--- src/rtl/jscan_pkg.sv ---
// Package: shared types for the user scan data register.
// Assumes nothing beyond the test clock domain it is used in.
package jscan_pkg;

    // Per-edge action decoded from the bridge control inputs
    typedef struct packed {
        logic load;   // capture the parallel status word
        logic step;   // shift by one position
        logic commit; // copy the shift contents to the parallel output
    } jscan_op_t;

endpackage

--- src/rtl/jscan_phase_decode.sv ---
// Module: jscan_phase_decode
// Turns the bridge's chip-enable, shift and update signals into one-hot-or-zero
// load/step requests plus an independent commit request.
// Assumes the bridge raises ce only during capture and shift states.
module jscan_phase_decode
    import jscan_pkg::*;
(
    input  logic      ce,
    input  logic      shift_en,
    input  logic      update_en,
    output jscan_op_t op
);

    // Capture is ce without shift; shift needs both; commit follows update alone
    always_comb begin
        op.load   = ce & ~shift_en;
        op.step   = ce &  shift_en;
        op.commit = update_en;
    end

endmodule

--- src/rtl/jscan_shift_chain.sv ---
// Module: jscan_shift_chain
// Shift register that loads a parallel word or shifts right with a new MSB.
// Assumes load and step are never both high (guaranteed by the phase decode).
module jscan_shift_chain #(
    parameter int W = 32
) (
    input  logic         tck,
    input  logic         rst_n,
    input  logic         load,
    input  logic         step,
    input  logic         ser_in,
    input  logic [W-1:0] par_in,
    output logic [W-1:0] chain_q
);

    logic [W-1:0] shifted;

    // Width-dependent shift path: a single-bit chain just takes the new bit
    generate
        if (W == 1) begin : g_one
            assign shifted = ser_in;
        end else begin : g_many
            assign shifted = {ser_in, chain_q[W-1:1]};
        end
    endgenerate

    // Chain state: reset, capture or shift on the rising test clock edge
    always_ff @(posedge tck) begin
        if (!rst_n) begin
            chain_q <= '0;
        end else if (load) begin
            chain_q <= par_in;
        end else if (step) begin
            chain_q <= shifted;
        end
    end

endmodule

--- src/rtl/jscan_hold_reg.sv ---
// Module: jscan_hold_reg
// Parallel output register that commits the shift contents on request.
// Assumes the source word is the pre-edge shift register value.
module jscan_hold_reg #(
    parameter int W = 32
) (
    input  logic         tck,
    input  logic         rst_n,
    input  logic         commit,
    input  logic [W-1:0] src,
    output logic [W-1:0] hold_q
);

    // Hold state: cleared by reset, loaded on commit, otherwise unchanged
    always_ff @(posedge tck) begin
        if (!rst_n) begin
            hold_q <= '0;
        end else if (commit) begin
            hold_q <= src;
        end
    end

endmodule

--- src/rtl/jscan_user_dr.sv ---
// Module: jscan_user_dr (top)
// Fabric-side scan data register for one user instruction of a TAP bridge.
// Captures status_in, shifts LSB first from tdi_q to tdo_bit and commits to ctrl_out.
// Assumes tdi_q is already registered by the bridge and tdo_bit is sampled on the
// falling edge of tck, so a registered bit 0 is settled in time.
module jscan_user_dr
    import jscan_pkg::*;
#(
    parameter int W = 32
) (
    input  logic         tck,
    input  logic         rst_n,
    input  logic         ce,
    input  logic         shift_en,
    input  logic         update_en,
    input  logic         tdi_q,
    input  logic [W-1:0] status_in,
    output logic         tdo_bit,
    output logic [W-1:0] ctrl_out
);

    jscan_op_t    op;
    logic [W-1:0] chain_q;

    jscan_phase_decode u_dec (
        .ce        (ce),
        .shift_en  (shift_en),
        .update_en (update_en),
        .op        (op)
    );

    jscan_shift_chain #(.W(W)) u_chain (
        .tck     (tck),
        .rst_n   (rst_n),
        .load    (op.load),
        .step    (op.step),
        .ser_in  (tdi_q),
        .par_in  (status_in),
        .chain_q (chain_q)
    );

    jscan_hold_reg #(.W(W)) u_hold (
        .tck    (tck),
        .rst_n  (rst_n),
        .commit (op.commit),
        .src    (chain_q),
        .hold_q (ctrl_out)
    );

    // Serial return bit comes straight from the chain LSB
    assign tdo_bit = chain_q[0];

endmodule

--- config.mk ---
export PLATFORM = sky130hd
export DESIGN_NAME = jscan_user_dr
export DESIGN_NICKNAME = d
export VERILOG_FILES = /design/src/rtl/jscan_pkg.sv /design/src/rtl/jscan_phase_decode.sv /design/src/rtl/jscan_shift_chain.sv /design/src/rtl/jscan_hold_reg.sv /design/src/rtl/jscan_user_dr.sv
export SDC_FILE = /design/constraint.sdc
export NUM_CORES = 1
export LEC_CHECK = 0
export ABC_CLOCK_PERIOD_IN_PS = 1400
export BUFFER_PORTS_ARGS = -buffer_cell sky130_fd_sc_hd__buf_2
export CAP_MARGIN = 20
export CELL_PAD_IN_SITES_DETAIL_PLACEMENT = 0
export CELL_PAD_IN_SITES_GLOBAL_PLACEMENT = 1
export CORE_ASPECT_RATIO = 1.2
export CORE_MARGIN = 3
export CORE_UTILIZATION = 42
export DETAILED_ROUTE_END_ITERATION = 10
export PLACE_DENSITY = 0.8
export SETUP_SLACK_MARGIN = 0.4
export SYNTH_ARGS = -nofsm -noshare
export SYNTH_HDL_FRONTEND = slang
export SYNTH_HIERARCHICAL = 1
export SYNTH_SLANG_ARGS = --single-unit
export TNS_END_PERCENT = 50
--- constraint.sdc ---
create_clock -name tck -period 1.4 [get_ports tck]
set_input_delay 0.14 -clock tck [delete_from_list [all_inputs] [get_ports tck]]
set_output_delay 0.14 -clock tck [all_outputs]
set_load 0.1 [all_outputs]
Yosys cells after proc, flatten, opt, wreduce, memory -nomap -nowiden

Cells that the tools add are included.

Bits in registers: 64
Input bits: 38
Output and inout bits: 33
Logic and storage cells: 8

Muxes and demuxes: 2
Bitwise gates (word level): 3
Reduce and logical (&&, ||, !) cells: 1

Operators with widths:

| operator          | count |
|---|---|
| $mux 32           | 2 |
| $and 1x1->1       | 2 |
| $reduce_bool 2->1 | 1 |
| $not 1->1         | 1 |

Longest topological paths before layout

Gate-level depths: netlist of run 1.

Depth in word-level cells: 3
Mapped depth: 5
Mapped depth without buffers: 3

Modules after synthesis

Netlist of run 1, hierarchy kept.

By module, submodules not included:

| module             | times used | cells each | area an instance (um^2) |
|---|---|---|---|
| jscan_shift_chain  | 1          | 141        | 1,778.0 |
| jscan_hold_reg     | 1          | 103        | 1,243.7 |
| jscan_phase_decode | 1          | 3          | 23.8 |

Worst setup path before layout of run 1

No wires, ideal clock.

Kind: flip-flop to flip-flop
From: reg u_chain/chain_q[0] (netlist name)
To: reg u_chain.chain_q[0]
Setup time: 0.059 ns
Arrival: 1.341 ns
Data required time: 1.341 ns
Slack: 0.001 ns
Stages on the path, launching flop included: 3
Clock period less this slack: 1.399 ns
Cells stage by stage: dfxtp_1 > mux2_4 > o211a_1

RTL lines:

| what                 | RTL line                | text |
|---|---|---|
| end signal, assigned | jscan_shift_chain.sv:32 | `chain_q <= par_in;` |
| end signal, assigned | jscan_shift_chain.sv:34 | `chain_q <= shifted;` |
| end, declared        | jscan_shift_chain.sv:13 | `output logic [W-1:0] chain_q` |

Worst setup path after layout of run 1

From: reg u_chain.chain_q[0]
To: out tdo_bit

RTL lines:

| what          | RTL line            | text |
|---|---|---|
| end, declared | jscan_user_dr.sv:18 | `output logic tdo_bit,` |

No word-level cell between the ends.

==> metrics.txt, run 1 <==
fmax 972.8 MHz; Routed Wire Length 5973 um; min-delay src status_in[5]; Post-Syn Area 3045 um^2; Synth Warn # 6; Period minus WS final 1028 ps; core area 6937 um^2; number of DRC markers in iteration 0 92; Die Y 99.28 um; DPL Wire Length 3610 um; Final Max Slew Viols 0; Final Hold Vio Count 0; outcome finished, final reports clean; ant diodes 0; multi-input combinational cell area 1558 um^2; worst path arrival time 890 ps; die area 8313 um^2; maximum VDD drop 0.6359 mV; worst setup path class reg -> out; routed vias 1986; CTS Buf Count 9; CTS HTree Levels 3; RSZ-0062 raised after global routing true; Syn Inst Count 247; CP Cell Sequence buf_12; final core occ 60.01%; largest net degree at the start of global routing 65; 1st-pass router iterations 4; first-pass GRT wire length 10360 um; CP peak stage delay 370 ps; Post-Syn Nets 285; initial antenna violation count 0; Congestion Overflow GR 0; TNS Setup 0 ps; max_cap viols 0; Cell Pwr Density 1134 nW/um^2; HP Class in -> reg; GP Congestion 0.6582; post-CTS setup buffers 0; mean post-synth cell area 12.33 um^2; share of cells above drive strength 1 49.53%; hold_buf cts 0; Layout Area Growth over Synthesis 36.69%; P_leak 0.002054 uW; worst path buffer plus inverter count 1; CTS tree done; crit path from u_chain/chain_q[0]; clock latency on the worst-skew pair 340 ps; sequential-to-total area share from yosys stat 42.07%; Clock Sinks 64; fin nets 351; slew margin rel. 83.39%; final setup fails 0; cell row count 33; CP top delay family flip-flops; Critical Path RT 1260 ps; number of port buffers 70; Synth Register Bits 64; width of the chip 83.74 um; fin crit share 73.42%; CP max stage cell dfxtp_4; antenna-violating nets left 0; CTS Buffer Depth 2; CP Capture Type output port; Worst-path clk slew 70 ps; CTS root buffer clkbuf_8; drt drc 0; startpoint types register; Max Clock Skew 9.848 ps; Ports 71; Crit Path Max Fanout 3; worst hold slack 110.3 ps; Netlist cell types 15; WL/cell 14.78 um; Slew @ Worst Pin 249.2 ps; Fillers 573; GRT Overall Usage 15.42%; vias in the first global route 2171; Initial Util 43.90%; Vias per Instance 4.916; Register Area 1330 um^2; worst flop-to-flop path startpoint u_chain/chain_q[0]
## repair_timing
| item | 4_1_cts | 5_1_grt |
|---|---|---|
| resized for setup | 114 | 17 |
| gates cloned | 0 | 0 |
| endpoints found under the setup margin | 33 | 33 |
## Yosys cell counts
library cell	instances	area share [%]
mux2_2	2	0.74
o211a_1	32	11
or2b_1	21	5.2
buf_4	4	0.99
clkbuf_1	8	0.99
and2_2	1	0.25
buf_6	2	0.74
mux2_4	30	15
nor2b_1	32	6.6
buf_12	6	3.9
buf_2	1	0.16
dfxtp_1	64	42
and2b_2	1	0.29
mux2i_1	32	11
nand2b_1	11	2.3
## cell usage in the layout, fill, tap and decap left out, drive strengths merged
cell	count
and2	1
mux2i	32
nand2b	11
nor2b	32
and2b	1
bufinv	2
clkbuf	12
clkinv	1
mux2	32
o211a	32
dfxtp	64
buf	76
or2b	21
## flip-flops by register name, summed over array words and instances, names as in the netlist
| name | flops |
|---|---|
| u_hold/hold_q | 32 |
| u_chain/chain_q | 32 |
## report_power, final
group / leakage [uW] / internal, uW / switching, uW
clock network: 0.000112 / 1090 / 692
logic: 0.00140 / 446 / 473
registers: 0.000540 / 1930 / 92.6
## routing by layer
layer / wire length, um / up-vias / track usage (%)
met2: 2938 / 50 / 24.86
met1: 2587 / 936 / 18.65
met4: 108 / 0 / 7.673
met5: 0 / - / 0
li1: - / 991 / -
met3: 338 / 9 / 4.722
## area by class of cell
class	instances	area share, %
clock buffers	12	3.727
clock inverters	3	1.563
multi-input cells	162	37.42
flip-flops and latches	64	31.95
well taps	87	2.615
repair buffers	76	22.72
## final timing paths
path	end	slack [ps]	cells past startpoint
max	tdo_bit	370	1
min	u_chain/chain_q[5]	110	3
max reg2reg	u_chain/chain_q[0]	460	2
min reg2reg	u_hold/hold_q[30]	540	2
## logic make-up (layout without fill, tap and decap cells)
kind of cell	after synthesis	count (layout)	synth area share, %
compound gates	32	32	10.52
buf+inv	21	91	6.820
flops	64	64	42.07
mux	64	64	26.05
simple gates	66	66	14.54
## through the flow
step / area (um^2) / worst slack, ps / cells / power [uW]
finish: 4163 / 372.1 / 404 / 4721
global route: 4163 / 336.2 / 404 / 4919
CTS: 4085 / 356.3 / 404 / 4766
detailed placement: 3460 / 167.0 / 389 / 2856
global placement: 3460 / 177.3 / 389 / 2844
floorplan: 3088 / 247.1 / 247 / 2716
Power figures use the tool's default switching activity.
==> inputs of run 2 (changes only) <==
- ABC_CLOCK_PERIOD_IN_PS: 1400 -> 900
- CORE_UTILIZATION: 42 -> 38
- PLACE_DENSITY: 0.8 -> 0.76
- clock period: 1.4 -> 0.9 ns (I/O delays scaled with it)
==> run 2 against run 1 <==
Net effect:
- the flow now finishes with violations (setup timing)
- utilization fell by 3.2 points
- global-route usage fell by 1.6 points
- via count up 3.9%
- wire length is 1.2% higher
- sequential power grew 53%
- total power increased by 48%
- critical path depth increased by 1
- register-to-register slack lost 480 ps
- clock skew barely moved
- final cell count up 5.9%
==> metrics.txt, run 2 (same netlist as run 1, synthesis figures left out) <==
startpoint types register; largest net degree at the start of global routing 65; cell row count 35; Crit Path Max Fanout 2; vias in the first global route 2134; worst flop-to-flop path startpoint u_chain/chain_q[0]; 1st-pass router iterations 5; CTS Buf Count 9; clock latency on the worst-skew pair 330 ps; Clock Sinks 64; CTS Buffer Depth 2; HP Class in -> reg; most frequent cells in the layout 38 x buf_12, 37 x buf_2, 33 x dfxtp_4; share of cells above drive strength 1 60.71%; number of DRC markers in iteration 0 49; Hold Path Cell Cnt 3; fin nets 369; outcome finished, violations left; hold path endpoint u_chain/chain_q[12]; Max Clock Skew 9.627 ps; Vias per Instance 4.820; Final Hold Vio Count 0; CP Capture Type output port; fin crit share 115.2%; failing checks setup timing; Cell Pwr Density 1588 nW/um^2; drt drc 0; commonest non-fill, non-tap cell in the layout buf_12; P_leak 0.002160 uW; initial antenna violation count 0; WL/cell 14.13 um; CTS tree done; width of the chip 87.72 um; DPL Wire Length 4169 um; RSZ-0062 raised after global routing true; Congestion Overflow GR 0; Tot Pwr 6994 uW; die area 9129 um^2; final setup fails 38; largest registers u_chain/chain_q (32), u_hold/hold_q (32); dpl ws -295.1 ps; Worst-path clk slew 70 ps; Final Max Slew Viols 0; routed vias 2063; antenna-violating nets left 0; Period minus WS final 1037 ps; slew margin rel. 83.35%; r2r setup slk -20 ps; Layout Area Growth over Synthesis 44.62%; GRT Overall Usage 13.85%; GP Congestion 0.7076; min-delay src status_in[12]; worst path arrival time 950 ps; Initial Util 39.29%; Routed Wire Length 6046 um; number of port buffers 70; FF-to-FF End u_chain/chain_q[0]; ant diodes 0; Critical Path RT 810 ps; Slew @ Worst Pin 249.7 ps; core area 7751 um^2; max_cap viols 0; first-pass GRT wire length 9963 um; CTS root buffer clkbuf_8; worst setup path class reg -> out; Worst Setup Slack, final -136.6 ps; Reg2Reg Depth 2; Die Y 104.1 um; Ports 71; fmax 964.7 MHz; CTS HTree Levels 3; maximum VDD drop 1.125 mV
==> run 2: cell types whose count changed in the layout (fill, tap and decap cells not counted), sizes merged <==
cell / change
clkinv: +2
buf: +18
bufinv: -1
==> run 2: metal layers <==
layer / vias up / GRT usage, % / routed length (um)
met3: 4 / 5.705 / 328
met5: - / 0 / 0
met4: 0 / 4.605 / 56
met1: 984 / 16.39 / 2670
li1: 1028 / - / -
met2: 47 / 22.36 / 2991
==> run 2: repair_timing <==
action / in CTS / in global routing
pin swaps: 1 / 0
resized for setup: 32 / 1
buffers inserted: 3 / 4
endpoints found under the setup margin: 97 / 97
hold buffers: 0 / 0
==> run 2: worst max-delay path by stage <==
stage | end | cells past startpoint | start | slack [ps]
after detailed placement | u_chain/chain_q[21] | 5 | shift_en | -300
final | tdo_bit | 2 | u_chain/chain_q[0] | -140
after CTS | tdo_bit | 2 | u_chain/chain_q[0] | -160
after floorplan | u_chain/chain_q[0] | 5 | shift_en | -200
after global placement | u_chain/chain_q[20] | 5 | shift_en | -270
after global routing | tdo_bit | 2 | u_chain/chain_q[0] | -180
==> run 2: through the flow <==
step	hold WS, ps	TNS (ps)	util, %	std cells	instance area (um^2)
after CTS	52.37	-2485	56.38	424	4370
after global placement	400.8	-7939	53.08	405	4114
final	71.86	-1551	56.82	428	4404
after global routing	55.48	-3523	56.82	428	4404
after floorplan	216.8	-5707	-	247	3171
after detailed placement	411.6	-8419	53.08	405	4114
==> run 2: power by group <==
group	internal [uW]	switching [uW]	total, uW
clock network	1340	1050	2380
registers	2960	140	3100
logic	756	753	1510
total	5060	1940	6990
==> run 2: layout make-up <==
cell class | count | area, um^2
fillers | 660 | 3347
multi-input cells | 162 | 1565
flip-flops and latches | 64 | 1443
repair buffers | 94 | 1092
clock buffers | 12 | 145.1
well taps | 92 | 115.1
clock inverters | 4 | 43.79
==> run 2: worst max-delay path, cell delays in order, from the launching register on <==
cell     delay (ps)
dfxtp_4         350
buf_6           110
buf_12          150
==> inputs of run 3 (changes only) <==
- ABC_CLOCK_PERIOD_IN_PS: 900 -> 1100
- CORE_UTILIZATION: 38 -> 42
- PLACE_DENSITY: 0.76 -> 0.8
- clock period: 0.9 -> 1.1 ns (I/O delays scaled with it)
==> run 3 against run 2 <==
Net effect:
- first-iteration DRC count rose by 2.0%
- critical path depth shrank 1
- register-to-register slack improved by 180 ps
- combinational power down 21%
- the flow now finishes without violations
==> metrics.txt, run 3 (same netlist as run 1, synthesis figures left out) <==
outcome finished, final reports clean; fin crit share 88.77%; CP Capture Type output port; GRT Overall Usage 14.63%; width of the chip 83.74 um; CP Cell Sequence buf_12; Max Clock Skew 10.19 ps; share of cells above drive strength 1 51.70%; worst path buffer plus inverter count 1; Clock Sinks 64; worst hold slack 101.6 ps; Layout Area Growth over Synthesis 40.39%; initial antenna violation count 0; clock latency on the worst-skew pair 320 ps; Slew @ Worst Pin 244.7 ps; placed insts 394; Period minus WS final 976.5 ps; most frequent cells in the layout 40 x buf_12, 37 x buf_2, 33 x dfxtp_4; HP Class in -> reg; Die Y 99.28 um; first-pass GRT wire length 10070 um; P_leak 0.002071 uW; drt drc 0; vias in the first global route 2163; Initial Util 43.90%; CTS root buffer clkbuf_8; TNS Setup 0 ps; DPL Wire Length 4025 um; Worst Setup EP tdo_bit; core area 6937 um^2; Worst-path clk slew 70 ps; worst path arrival time 870 ps; CTS Buf Count 9; worst setup path class reg -> out; Congestion Overflow GR 0; CTS tree done; multi-input combinational cell area 1558 um^2; commonest non-fill, non-tap cell in the layout buf_12; Final Max Slew Viols 0; largest net degree at the start of global routing 38; Reg2Reg Depth 2; Ports 71; max_cap viols 0; WL/cell 14.03 um; fin nets 356; Fillers 553; GP Congestion 0.6826; r2r setup slk 160 ps; die area 8313 um^2; Crit Path Max Fanout 3; startpoint types register; ant diodes 0; cell row count 33; worst flop-to-flop path startpoint u_chain/chain_q[0]; post-CTS setup buffers 0; design area 4275 um^2; 1st-pass router iterations 4; antenna-violating nets left 0; Final Hold Vio Count 0; cell count along the critical path 1; CP top delay family flip-flops; Critical Path RT 990 ps; post-route insts no fill 410; number of DRC markers in iteration 0 50; Vias per Instance 4.829; CP peak stage delay 370 ps; crit path from u_chain/chain_q[0]; routed vias 1980; number of port buffers 70; Cell Pwr Density 1290 nW/um^2; final core occ 61.63%; placed inst area 4088 um^2; Routed Wire Length 5753 um; CTS Buffer Depth 2; fmax 1024 MHz; RSZ-0062 raised after global routing true; CTS HTree Levels 3; largest registers u_chain/chain_q (32), u_hold/hold_q (32); slew margin rel. 83.69%; CP max stage cell dfxtp_4; FF-to-FF End u_chain/chain_q[0]; final setup fails 0; maximum VDD drop 0.7706 mV; Register Area 1410 um^2
-- run 3: cell types whose count changed in the layout (fill, tap and decap cells not counted), moves of 2 or more --
cell / before / now
dfxtp_1: 1 / 27
dfxtp_2: 30 / 4
buf_4: 18 / 4
clkinvlp_4: 0 / 3
buf_12: 38 / 40
clkbuf_1: 2 / 0
mux2_2: 0 / 2
mux2_4: 32 / 30
-- run 3: per-stage QoR --
stage                     setup WS (ps)  total power, uW
after floorplan                  -22.33             3403
after global placement           -78.29             3762
after detailed placement         -106.4             3780
after CTS                         102.4             5604
after global routing              94.33             5783
final                             123.5             5515
-- run 3: layout make-up --
class	instances	share of cell area, %
repair buffers	81	23.76
multi-input cells	162	36.44
clock buffers	11	3.541
flip-flops and latches	64	32.98
clock inverters	5	0.7316
well taps	87	2.546
-- run 3: power breakdown --
part | leakage [uW] | switching, uW | internal [uW]
Sequential | 0.000551 | 118 | 2410
Combinational | 0.00144 | 603 | 592
Clock | 0.0000850 | 867 | 929
Total | 0.00207 | 1590 | 3930
-- run 3: worst min path at each step --
stage	from	end	slack, ps	depth (start not counted)
floorplan	rst_n	u_hold/hold_q[29]	240	1
global placement	status_in[16]	u_chain/chain_q[16]	430	3
detailed placement	status_in[24]	u_chain/chain_q[24]	430	3
CTS	status_in[14]	u_chain/chain_q[14]	90	3
global route	status_in[15]	u_chain/chain_q[15]	100	3
finish	status_in[2]	u_chain/chain_q[2]	100	3
-- run 3: routing by layer --
layer	global-route usage [%]	vias to the layer above	share of wire [%]	wire length (um)
met5	0	-	0	0
met4	6.312	0	0.83	48
met3	3.231	4	4.8	275
met2	24.56	45	49	2828
met1	18.07	931	45	2600
li1	-	1000	-	-
-- run 3: worst register-to-register path: cells and delay by family (launching register included) --
family / cells / cell delay, ps
flip-flops: 1 / 360
multiplexers: 1 / 260
AO/OA/AOI/OAI: 1 / 210
-- run 3: what timing repair did --
action / in CTS / in global routing
setup endpoints to repair: 65 / 74
resized for setup: 0 / 4
pin swaps: 0 / 1
hold buffers: 0 / 0
